==> src/rtl/hash_rf_pkg.sv <==
package hash_rf_pkg;

    localparam int IDX_CRYPT  = 4;
    localparam int IDX_STATUS = 7;
    localparam int IDX_SRC    = 8;
    localparam int IDX_DST    = 9;
    localparam int IDX_KEY    = 10;
    localparam int IDX_LEN    = 11;
    localparam int IDX_HCMD   = 12;

    localparam int ST_HASH_BIT  = 9;
    localparam int ST_CRYPT_BIT = 12;
    localparam int CMD_IRQEN    = 9;
    localparam int CMD_SG       = 18;
    localparam int CRYPT_IRQEN  = 12;

    typedef enum logic [2:0] {
        ALG_MD5        = 3'd0,
        ALG_SHA1       = 3'd1,
        ALG_SHA224     = 3'd2,
        ALG_SHA256     = 3'd3,
        ALG_SHA512     = 3'd4,
        ALG_SHA384     = 3'd5,
        ALG_SHA512_256 = 3'd6
    } hash_alg_e;

    typedef struct packed {
        logic      valid;
        hash_alg_e alg;
        logic      accum;
        logic      sg;
    } hash_req_t;

endpackage

==> src/rtl/hash_cmd_decode.sv <==
module hash_cmd_decode
    import hash_rf_pkg::*;
(
    input  logic [31:0] cmd_i,
    output hash_req_t   req_o
);
    logic [2:0] family;
    logic [2:0] variant;

    assign family  = cmd_i[6:4];
    assign variant = cmd_i[12:10];

    always_comb begin
        req_o.valid = 1'b0;
        req_o.alg   = ALG_MD5;
        req_o.accum = (cmd_i[8:7] == 2'b10);
        req_o.sg    = cmd_i[CMD_SG];
        unique case (family)
            3'b000: begin req_o.alg = ALG_MD5;    req_o.valid = (variant == 3'b000); end
            3'b010: begin req_o.alg = ALG_SHA1;   req_o.valid = (variant == 3'b000); end
            3'b100: begin req_o.alg = ALG_SHA224; req_o.valid = (variant == 3'b000); end
            3'b101: begin req_o.alg = ALG_SHA256; req_o.valid = (variant == 3'b000); end
            3'b110: begin
                unique case (variant)
                    3'b000:  begin req_o.alg = ALG_SHA512;     req_o.valid = 1'b1; end
                    3'b001:  begin req_o.alg = ALG_SHA384;     req_o.valid = 1'b1; end
                    3'b010:  begin req_o.alg = ALG_SHA512_256; req_o.valid = 1'b1; end
                    default: req_o.valid = 1'b0;
                endcase
            end
            default: req_o.valid = 1'b0;
        endcase
    end
endmodule

==> src/rtl/hash_launch.sv <==
module hash_launch
    import hash_rf_pkg::*;
(
    input  logic      clk,
    input  logic      rst_n,
    input  logic      hcmd_wr_i,
    input  hash_req_t req_i,
    input  logic      done_i,
    output logic      start_o,
    output logic      busy_o,
    output logic      done_evt_o,
    output hash_alg_e alg_o,
    output logic      accum_o,
    output logic      sg_o
);
    typedef struct packed {
        logic      busy;
        logic      start;
        hash_alg_e alg;
        logic      accum;
        logic      sg;
    } launch_t;

    launch_t st_d, st_q;

    assign done_evt_o = done_i & st_q.busy;

    always_comb begin
        st_d       = st_q;
        st_d.start = 1'b0;
        if (done_evt_o) begin
            st_d.busy = 1'b0;
        end
        if (hcmd_wr_i && !st_q.busy && req_i.valid) begin
            st_d.busy  = 1'b1;
            st_d.start = 1'b1;
            st_d.alg   = req_i.alg;
            st_d.accum = req_i.accum;
            st_d.sg    = req_i.sg;
        end
    end

    always_ff @(posedge clk or negedge rst_n) begin
        if (!rst_n) st_q <= '0;
        else        st_q <= st_d;
    end

    assign start_o = st_q.start;
    assign busy_o  = st_q.busy;
    assign alg_o   = st_q.alg;
    assign accum_o = st_q.accum;
    assign sg_o    = st_q.sg;

    p_single_pulse_r5: assert property (@(posedge clk) disable iff (!rst_n)
        start_o |=> !start_o);
    p_busy_blocks_r6: assert property (@(posedge clk) disable iff (!rst_n)
        (hcmd_wr_i && busy_o) |=> !start_o);
    p_invalid_nostart_r4: assert property (@(posedge clk) disable iff (!rst_n)
        (hcmd_wr_i && !req_i.valid) |=> !start_o);
endmodule

==> src/rtl/hash_status_irq.sv <==
module hash_status_irq #(
    parameter bit CRYPT_ACK = 1'b1
) (
    input  logic clk,
    input  logic rst_n,
    input  logic done_evt_i,
    input  logic irq_en_i,
    input  logic crypt_wr_i,
    input  logic crypt_irq_i,
    input  logic stat_wr_i,
    input  logic clr_hash_i,
    input  logic clr_crypt_i,
    output logic hash_flag_o,
    output logic crypt_flag_o,
    output logic irq_o
);
    typedef struct packed {
        logic hflag;
        logic cflag;
        logic irq;
    } stat_t;

    stat_t st_d, st_q;
    logic  set_c, kill_h, kill_c, irq_set, irq_clr;

    always_comb begin
        set_c   = CRYPT_ACK && crypt_wr_i;
        kill_h  = stat_wr_i && clr_hash_i;
        kill_c  = stat_wr_i && clr_crypt_i;
        irq_clr = (kill_h && st_q.hflag) || (kill_c && st_q.cflag);
        irq_set = (done_evt_i && irq_en_i) || (set_c && crypt_irq_i);
        st_d.hflag = done_evt_i || (st_q.hflag && !kill_h);
        st_d.cflag = set_c || (st_q.cflag && !kill_c);
        st_d.irq   = irq_set || (st_q.irq && !irq_clr);
    end

    always_ff @(posedge clk or negedge rst_n) begin
        if (!rst_n) st_q <= '0;
        else        st_q <= st_d;
    end

    assign hash_flag_o  = st_q.hflag;
    assign crypt_flag_o = st_q.cflag;
    assign irq_o        = st_q.irq;

    p_irq_backed_r8: assert property (@(posedge clk) disable iff (!rst_n)
        irq_o |-> (hash_flag_o || crypt_flag_o));
    p_flag_from_done_r7: assert property (@(posedge clk) disable iff (!rst_n)
        $rose(hash_flag_o) |-> $past(done_evt_i));
    p_irq_cause_r7: assert property (@(posedge clk) disable iff (!rst_n)
        $rose(irq_o) |-> $past((done_evt_i && irq_en_i) || (crypt_wr_i && crypt_irq_i)));
    p_w1c_r8: assert property (@(posedge clk) disable iff (!rst_n)
        (stat_wr_i && clr_hash_i && !done_evt_i) |=> !hash_flag_o);
endmodule

==> src/rtl/hash_regfile.sv <==
module hash_regfile
    import hash_rf_pkg::*;
#(
    parameter int          ADDR_W    = 6,
    parameter int          NUM_REGS  = 16,
    parameter logic [31:0] SRC_MASK  = 32'h7FFF_FFFF,
    parameter logic [31:0] DST_MASK  = 32'h7FFF_FFF8,
    parameter logic [31:0] KEY_MASK  = 32'h7FFF_FFF8,
    parameter logic [31:0] LEN_MASK  = 32'h0FFF_FFFF,
    parameter logic [31:0] CMD_MASK  = 32'h0014_7FFF,
    parameter bit          CRYPT_ACK = 1'b1
) (
    input  logic              clk,
    input  logic              rst_n,
    input  logic              wr_en_i,
    input  logic [ADDR_W-1:0] addr_i,
    input  logic [31:0]       wdata_i,
    output logic [31:0]       rdata_o,
    input  logic              done_i,
    output logic              start_o,
    output logic [2:0]        alg_o,
    output logic              accum_o,
    output logic              sg_o,
    output logic              irq_o
);
    localparam logic [ADDR_W-1:0] A_CRYPT  = ADDR_W'(IDX_CRYPT);
    localparam logic [ADDR_W-1:0] A_STATUS = ADDR_W'(IDX_STATUS);
    localparam logic [ADDR_W-1:0] A_SRC    = ADDR_W'(IDX_SRC);
    localparam logic [ADDR_W-1:0] A_DST    = ADDR_W'(IDX_DST);
    localparam logic [ADDR_W-1:0] A_KEY    = ADDR_W'(IDX_KEY);
    localparam logic [ADDR_W-1:0] A_LEN    = ADDR_W'(IDX_LEN);
    localparam logic [ADDR_W-1:0] A_HCMD   = ADDR_W'(IDX_HCMD);

    typedef struct packed {
        logic [31:0] src;
        logic [31:0] dst;
        logic [31:0] key;
        logic [31:0] len;
        logic [31:0] hcmd;
        logic [31:0] ccmd;
    } regs_t;

    regs_t     regs_d, regs_q;
    logic      in_range, wr_ok, hcmd_wr, busy, done_evt;
    logic      hflag, cflag;
    hash_req_t req;
    hash_alg_e alg;

    assign in_range = int'(addr_i) < NUM_REGS;
    assign wr_ok    = wr_en_i && in_range;
    assign hcmd_wr  = wr_ok && (addr_i == A_HCMD);

    hash_cmd_decode u_dec (
        .cmd_i (wdata_i & CMD_MASK),
        .req_o (req)
    );

    hash_launch u_launch (
        .clk        (clk),
        .rst_n      (rst_n),
        .hcmd_wr_i  (hcmd_wr),
        .req_i      (req),
        .done_i     (done_i),
        .start_o    (start_o),
        .busy_o     (busy),
        .done_evt_o (done_evt),
        .alg_o      (alg),
        .accum_o    (accum_o),
        .sg_o       (sg_o)
    );
    assign alg_o = alg;

    hash_status_irq #(.CRYPT_ACK(CRYPT_ACK)) u_stat (
        .clk          (clk),
        .rst_n        (rst_n),
        .done_evt_i   (done_evt),
        .irq_en_i     (regs_q.hcmd[CMD_IRQEN]),
        .crypt_wr_i   (wr_ok && (addr_i == A_CRYPT)),
        .crypt_irq_i  (wdata_i[CRYPT_IRQEN]),
        .stat_wr_i    (wr_ok && (addr_i == A_STATUS)),
        .clr_hash_i   (wdata_i[ST_HASH_BIT]),
        .clr_crypt_i  (wdata_i[ST_CRYPT_BIT]),
        .hash_flag_o  (hflag),
        .crypt_flag_o (cflag),
        .irq_o        (irq_o)
    );

    always_comb begin
        regs_d = regs_q;
        if (wr_ok) begin
            unique case (addr_i)
                A_SRC:   regs_d.src  = wdata_i & SRC_MASK;
                A_DST:   regs_d.dst  = wdata_i & DST_MASK;
                A_KEY:   regs_d.key  = wdata_i & KEY_MASK;
                A_LEN:   regs_d.len  = wdata_i & LEN_MASK;
                A_CRYPT: regs_d.ccmd = wdata_i;
                A_HCMD:  if (!busy) regs_d.hcmd = wdata_i & CMD_MASK;
                default: ;
            endcase
        end
    end

    always_ff @(posedge clk or negedge rst_n) begin
        if (!rst_n) regs_q <= '0;
        else        regs_q <= regs_d;
    end

    always_comb begin
        rdata_o = '0;
        if (in_range) begin
            unique case (addr_i)
                A_SRC:    rdata_o = regs_q.src;
                A_DST:    rdata_o = regs_q.dst;
                A_KEY:    rdata_o = regs_q.key;
                A_LEN:    rdata_o = regs_q.len;
                A_CRYPT:  rdata_o = regs_q.ccmd;
                A_HCMD:   rdata_o = regs_q.hcmd;
                A_STATUS: begin
                    rdata_o[ST_HASH_BIT]  = hflag;
                    rdata_o[ST_CRYPT_BIT] = cflag;
                end
                default:  rdata_o = '0;
            endcase
        end
    end

    always_comb begin
        if (!in_range) begin
            p_range_zero_r10: assert (rdata_o == 32'd0);
        end
    end

    p_hold_cmd_r6: assert property (@(posedge clk) disable iff (!rst_n)
        (hcmd_wr && busy) |=> $stable(regs_q.hcmd));
endmodule

==> config.mk <==
export PLATFORM = sky130hd
export DESIGN_NAME = hash_regfile
export DESIGN_NICKNAME = d
export VERILOG_FILES = /design/src/rtl/hash_rf_pkg.sv /design/src/rtl/hash_cmd_decode.sv /design/src/rtl/hash_launch.sv /design/src/rtl/hash_status_irq.sv /design/src/rtl/hash_regfile.sv
export SDC_FILE = /design/constraint.sdc
export NUM_CORES = 1
export LEC_CHECK = 0
export BUFFER_PORTS_ARGS = -buffer_cell sky130_fd_sc_hd__buf_2
export CAP_MARGIN = 15
export CORE_ASPECT_RATIO = 0.8
export CORE_UTILIZATION = 60
export CTS_BUF_LIST = sky130_fd_sc_hd__clkbuf_8 sky130_fd_sc_hd__clkbuf_16
export DETAILED_ROUTE_END_ITERATION = 10
export HOLD_SLACK_MARGIN = 0.1
export PLACE_DENSITY = 0.81
export SYNTH_ARGS = -nofsm -noshare
export SYNTH_HDL_FRONTEND = slang
export SYNTH_HIERARCHICAL = 1
export SYNTH_SLANG_ARGS = --single-unit
==> constraint.sdc <==
create_clock -name clk -period 2.34 [get_ports clk]
set_clock_uncertainty 0.05 [all_clocks]
set_input_delay 0 -clock clk [delete_from_list [all_inputs] [get_ports clk]]
set_output_delay 0 -clock clk [all_outputs]
set_load 0.01 [all_outputs]
==> flow_metrics.env, run 1 <==
export IMPL_status="finished clean"
export IMPL_cts_root_buf="clkbuf_16"
export IMPL_rsz0062_at_grt="false"
export IMPL_synthCells=525
export IMPL_yosys_warnings=6
export IMPL_die_y_um=105
export IMPL_core_area_um2=12900
export IMPL_p_sw_share_pct=23.6
export IMPL_initial_core_util_pct=61.4
export IMPL_fillers=808
export IMPL_grt_pass1_vias=5494
export IMPL_post_cts_setup_buffers=0
export IMPL_final_seq_area_um2=4350
export IMPL_antenna_found_initial=1
export IMPL_power_frac_seq_pct=49.0
export IMPL_vdd_drop_max_mv=0.602
export IMPL_power_frac_comb_pct=11.9
export IMPL_viasPerCell=6.05
export IMPL_ant_nets=0
export IMPL_power_internal_uw=5620
export IMPL_io_pins=81
export IMPL_finalSetupViolCount=0
export IMPL_die_area_um2=13600
export IMPL_path_max_fanout=24
export IMPL_syn_area_um2=7910
export IMPL_nNetsFinal=691
export IMPL_wl_per_cell_um=21.8
export IMPL_clock_path_buffers=2
export IMPL_net_switching_power_uw=1730
export IMPL_area_growth_pct=20.6
export IMPL_final_util_pct=74.1
export IMPL_hold_ws_ps=90.8
export IMPL_num_vias=5074
export IMPL_io_buffer_count=80
export IMPL_critPathArrivalTime_ps=1740
export IMPL_crit_type="primary input to output pin"
export IMPL_num_rows=37
export IMPL_grt_pass1_wl_um=29200
export IMPL_multi_input_area_um2=3360
export IMPL_cts_tree="done"
export IMPL_hold_viol=0
export IMPL_wl_um=18200
export IMPL_post_dp_hpwl_um=11700
export IMPL_cts_max_level=4
export IMPL_leakage_uw=0.00469
export IMPL_grt_max_degree=68
export IMPL_place_gp_congestion=0.804
export IMPL_post_cts_resized=0
export IMPL_power_frac_clock_pct=39.0
export IMPL_slew_headroom_pct=59.0
export IMPL_drt_initial_drc_count=284
export IMPL_syn_avg_cell_area_um2=15.1
export IMPL_end_kind="output pin"
export IMPL_powerDensity_nw_per_um2=770
export IMPL_clkSinkCount=174
export IMPL_cap_violations=0
export IMPL_layout_common_cells="dfrtp_1 (174), mux2_2 (164), buf_2 (79)"
export IMPL_path_clk_slew_ps=60
export IMPL_clock_latency_ps=420
export IMPL_drt_pass1_iterations=4
export IMPL_cp_start_kind="primary input"
export IMPL_required_ps=2290
export IMPL_slew_viol_final=0
export IMPL_grt_overflow=0
export IMPL_die_w_um=130
export IMPL_drc=0
export IMPL_drive_gt1_share_pct=51.1
export IMPL_synth_nets=567
export IMPL_max_freq_mhz=558
export IMPL_p_total_uw=7350
export IMPL_hold_path_class="primary input to asynchronous set/reset pin"
export IMPL_postCtsHoldBufs=35
export IMPL_final_common_cell="dfrtp_1"
export IMPL_fin_crit_ps=1790
export IMPL_fin_setup_tns_ps=0
export IMPL_cts_made_buffers=17
export IMPL_worstMarginPinSlew_ps=614
export IMPL_grt_use_total_pct=29.2
export IMPL_period_share_pct=76.6
[per-stage QoR]
stage,worst slack [ps],std cells,area [µm²]
final,548,838,9540
after floorplan,623,525,7910
after CTS,519,837,9530
after global routing,425,838,9540
after detailed placement,456,770,8580
after global placement,534,770,8580
[worst paths after layout]
kind | start | endpoint | slack (ps) | depth (start not counted)
max | addr_i[0] | rdata_o[17] | 550 | 5
min | rst_n | regs_q[15]$_DFFE_PN0P_ | 90 | 2
max reg2reg | u_launch/busy_o$_DFFE_PN0P_ | regs_q[32]$_DFFE_PN0P_ | 650 | 4
min reg2reg | regs_q[31]$_DFFE_PN0P_ | regs_q[31]$_DFFE_PN0P_ | 450 | 1
max in group asynchronous | rst_n | regs_q[70]$_DFFE_PN0P_ | 1420 | 3
min in group clk | addr_i[4] | regs_q[161]$_DFFE_PN0P_ | 200 | 4
[registers in the layout, indices dropped and copies added (netlist names)]
name / count
u_stat/irq_o: 1
regs_q: 164
u_launch/start_o: 1
u_stat/crypt_flag_o: 1
u_launch/sg_o: 1
u_launch/busy_o: 1
u_launch/alg_o: 3
u_launch/accum_o: 1
u_stat/hash_flag_o: 1
[power groups by stage]
stage | Combinational (µW) | Clock [µW] | Sequential (µW)
floorplan | 575 | 0 | 3570
global placement | 783 | 0 | 3610
detailed placement | 831 | 0 | 3640
CTS | 885 | 2900 | 3600
global route | 956 | 3030 | 3640
finish | 877 | 2870 | 3600
[cell type report]
class	count	share of cell area (%)
clock buffer	18	4.61
clock inverter	14	1.76
sequential	174	45.7
antenna	1	0.0262
timing repair buffer	138	10.1
tap	175	2.30
inverter	6	0.236
multi-input combinational	312	35.3
[routing by layer]
layer  global-route usage, %  wire (µm)
met5                       0          0
met2                    47.1       9330
met4                    11.0        253
met3                    6.04       1090
met1                    39.0       7570
[critical path, cell delays in order]
cell    delay [ps]
buf_2          270
buf_4          500
mux4_2         600
a22o_1         210
buf_2          140
Note: power is estimated with default switching activity, not from simulation.
==> run 2, diff against run 1 <==
Settings changed: ABC_AREA set to 1, CORE_UTILIZATION 60 to 59, PLACE_DENSITY 0.81 to 0.8.
Clock period 2.34 ns to 1.8 ns, I/O delays scaled along.
==> run 2 against run 1 <==
  * Setup slack worse by 470 ps
  * Via count increased by 53%
  * First-iteration DRC count grew to 3.3 times the previous value
  * Die area grew 6.4%
  * Sequential cell count stayed put
  * Cell count increased by 65%
  * Critical path depth rose by 5
  * Combinational power increased by 17%
  * Largest cell class unchanged
  * Critical endpoint is now rdata_o[9]
==> flow_metrics.env, run 2 <==
export IMPL_grt_pass1_wl_um=36700
export IMPL_r2r_start="u_launch/busy_o$_DFFE_PN0P_"
export IMPL_required_ps=1750
export IMPL_r2r_slack_ps=280
export IMPL_yosys_warnings=6
export IMPL_worstSetupStartpoint="addr_i[1]"
export IMPL_die_area_um2=14500
export IMPL_r2r_end="regs_q[40]$_DFFE_PN0P_"
export IMPL_final_common_cell="nand2_1"
export IMPL_slew_viol_final=0
export IMPL_cts_made_buffers=17
export IMPL_area_growth_pct=20.2
export IMPL_path_max_fanout=8
export IMPL_layout_common_cells="nand2_1 (311), dfrtp_1 (174), o21ai_0 (134)"
export IMPL_drc=0
export IMPL_clock_path_buffers=2
export IMPL_finalSetupViolCount=0
export IMPL_synth_nets=1115
export IMPL_wl_um=22400
export IMPL_clkSinkCount=174
export IMPL_cp_slowest_cell="dlygate4sd3_1"
export IMPL_setup_ws_ps=83.1
export IMPL_place_ws_ps=179
export IMPL_cts_max_level=4
export IMPL_final_util_pct=72.9
export IMPL_worstMarginPinSlew_ps=680
export IMPL_io_pins=81
export IMPL_crit_type="primary input to output pin"
export IMPL_largest_register="regs_q"
export IMPL_num_rows=38
export IMPL_place_gp_congestion=0.853
export IMPL_crit_cells=10
export IMPL_drt_initial_drc_count=923
export IMPL_viasPerCell=5.59
export IMPL_cp_start_kind="primary input"
export IMPL_core_area_um2=13600
export IMPL_powerDensity_nw_per_um2=939
export IMPL_diodes=0
export IMPL_nNetsFinal=1233
export IMPL_synthCells=1073
export IMPL_path_buf_inv=4
export IMPL_path_clk_slew_ps=60
export IMPL_cpPeakStageDelay_ps=600
export IMPL_die_y_um=108
export IMPL_endpoint="rdata_o[9]"
export IMPL_cts_root_buf="clkbuf_16"
export IMPL_die_w_um=134
export IMPL_drt_pass1_iterations=5
export IMPL_post_dp_hpwl_um=14500
export IMPL_num_vias=7738
export IMPL_cts_tree="done"
export IMPL_grt_overflow=0
export IMPL_slew_headroom_pct=54.2
export IMPL_rsz0062_at_grt="true"
export IMPL_grt_use_total_pct=33.3
export IMPL_drive_gt1_share_pct=14.4
export IMPL_wl_per_cell_um=16.2
export IMPL_initial_core_util_pct=60.7
export IMPL_ant_nets=0
export IMPL_fin_crit_ps=1720
export IMPL_hold_path_class="primary input to flip-flop"
export IMPL_rr_worst_depth=3
export IMPL_end_kind="output pin"
export IMPL_grt_pass1_vias=7270
export IMPL_crit_chain="buf_2 > dlygate4sd3_1 > nand2_2 > nor2_4 > buf_4 > nand3_1 > nand2_1 > nor2_1 > nand2_1 > buf_2"
export IMPL_syn_avg_cell_area_um2=7.72
export IMPL_clock_latency_ps=430
export IMPL_hold_viol=0
export IMPL_grt_max_degree=60
export IMPL_io_buffer_count=80
export IMPL_status="finished clean"
export IMPL_period_share_pct=95.4
export IMPL_cap_violations=0
export IMPL_syn_area_um2=8280
export IMPL_critPathArrivalTime_ps=1670
export IMPL_antenna_found_initial=0
export IMPL_vdd_drop_max_mv=0.704
export IMPL_largest_register_ffs=164
export IMPL_crit_family="buffers and inverters"
export IMPL_max_freq_mhz=582
export IMPL_leakage_uw=0.00529
run 2: how the worst min path moves through the flow:
stage,startpoint,to,slack (ps),cells past startpoint
6_report,addr_i[4],u_stat/hash_flag_o$_DFF_PN0_,160,6
5_1_grt,addr_i[4],u_stat/hash_flag_o$_DFF_PN0_,210,6
4_1_cts,addr_i[4],u_stat/hash_flag_o$_DFF_PN0_,130,6
3_5_place_dp,rst_n,regs_q[150]$_DFFE_PN0P_,-100,1
3_3_place_gp,rst_n,regs_q[150]$_DFFE_PN0P_,-100,1
2_1_floorplan,rst_n,regs_q[0]$_DFFE_PN0P_,-350,0
run 2: metrics by stage:
stage	TNS (ps)	instances	power (µW)	hold slack, ps	instance area, µm²
after floorplan	0	1073	5220	-346	8280
after global placement	0	1310	5580	-96.2	8950
after detailed placement	0	1310	5640	-99.5	8950
after CTS	0	1382	9350	129	9930
after global routing	-0.977	1384	9760	209	9950
final	0	1384	9340	163	9950
run 2: power breakdown:
group	internal, µW	total, µW	switching (µW)
registers	4410	4650	247
logic	379	1030	646
clock network	2140	3660	1530
total	6920	9340	2420
run 2: area by class of cell:
class | instances | area [µm²]
Clock buffer | 20 | 467
Sequential cell | 174 | 4350
Tap cell | 180 | 225
Clock inverter | 12 | 119
Inverter | 112 | 420
Timing Repair Buffer | 159 | 1130
Fill cell | 1005 | 3690
Multi-Input combinational cell | 727 | 3240
run 2: per-layer routing:
metal	vias to the layer above	GRT usage (%)	part of all wire (%)
met3	44	7.27	9.1
li1	3646	-	-
met4	0	11.5	2.4
met1	3652	47.7	44
met5	-	0	0
met2	396	50.5	45
run 2: worst reg2reg max path: cells and delay by family (launching register included):
| kind | cells | cell delay [ps] |
|---|---|---|
| AO/OA/AOI/OAI | 1 | 320 |
| flip-flops | 1 | 440 |
| AND/OR/NAND/NOR | 2 | 610 |
run 2: what timing repair did:
| action | 4_1_cts | 5_1_grt |
|---|---|---|
| endpoints found under the hold margin | 347 | 0 |
| buffers inserted | 0 | 2 |
| setup endpoints to repair | 0 | 9 |
| hold buffers | 40 | 0 |
| resized for setup | 0 | 1 |
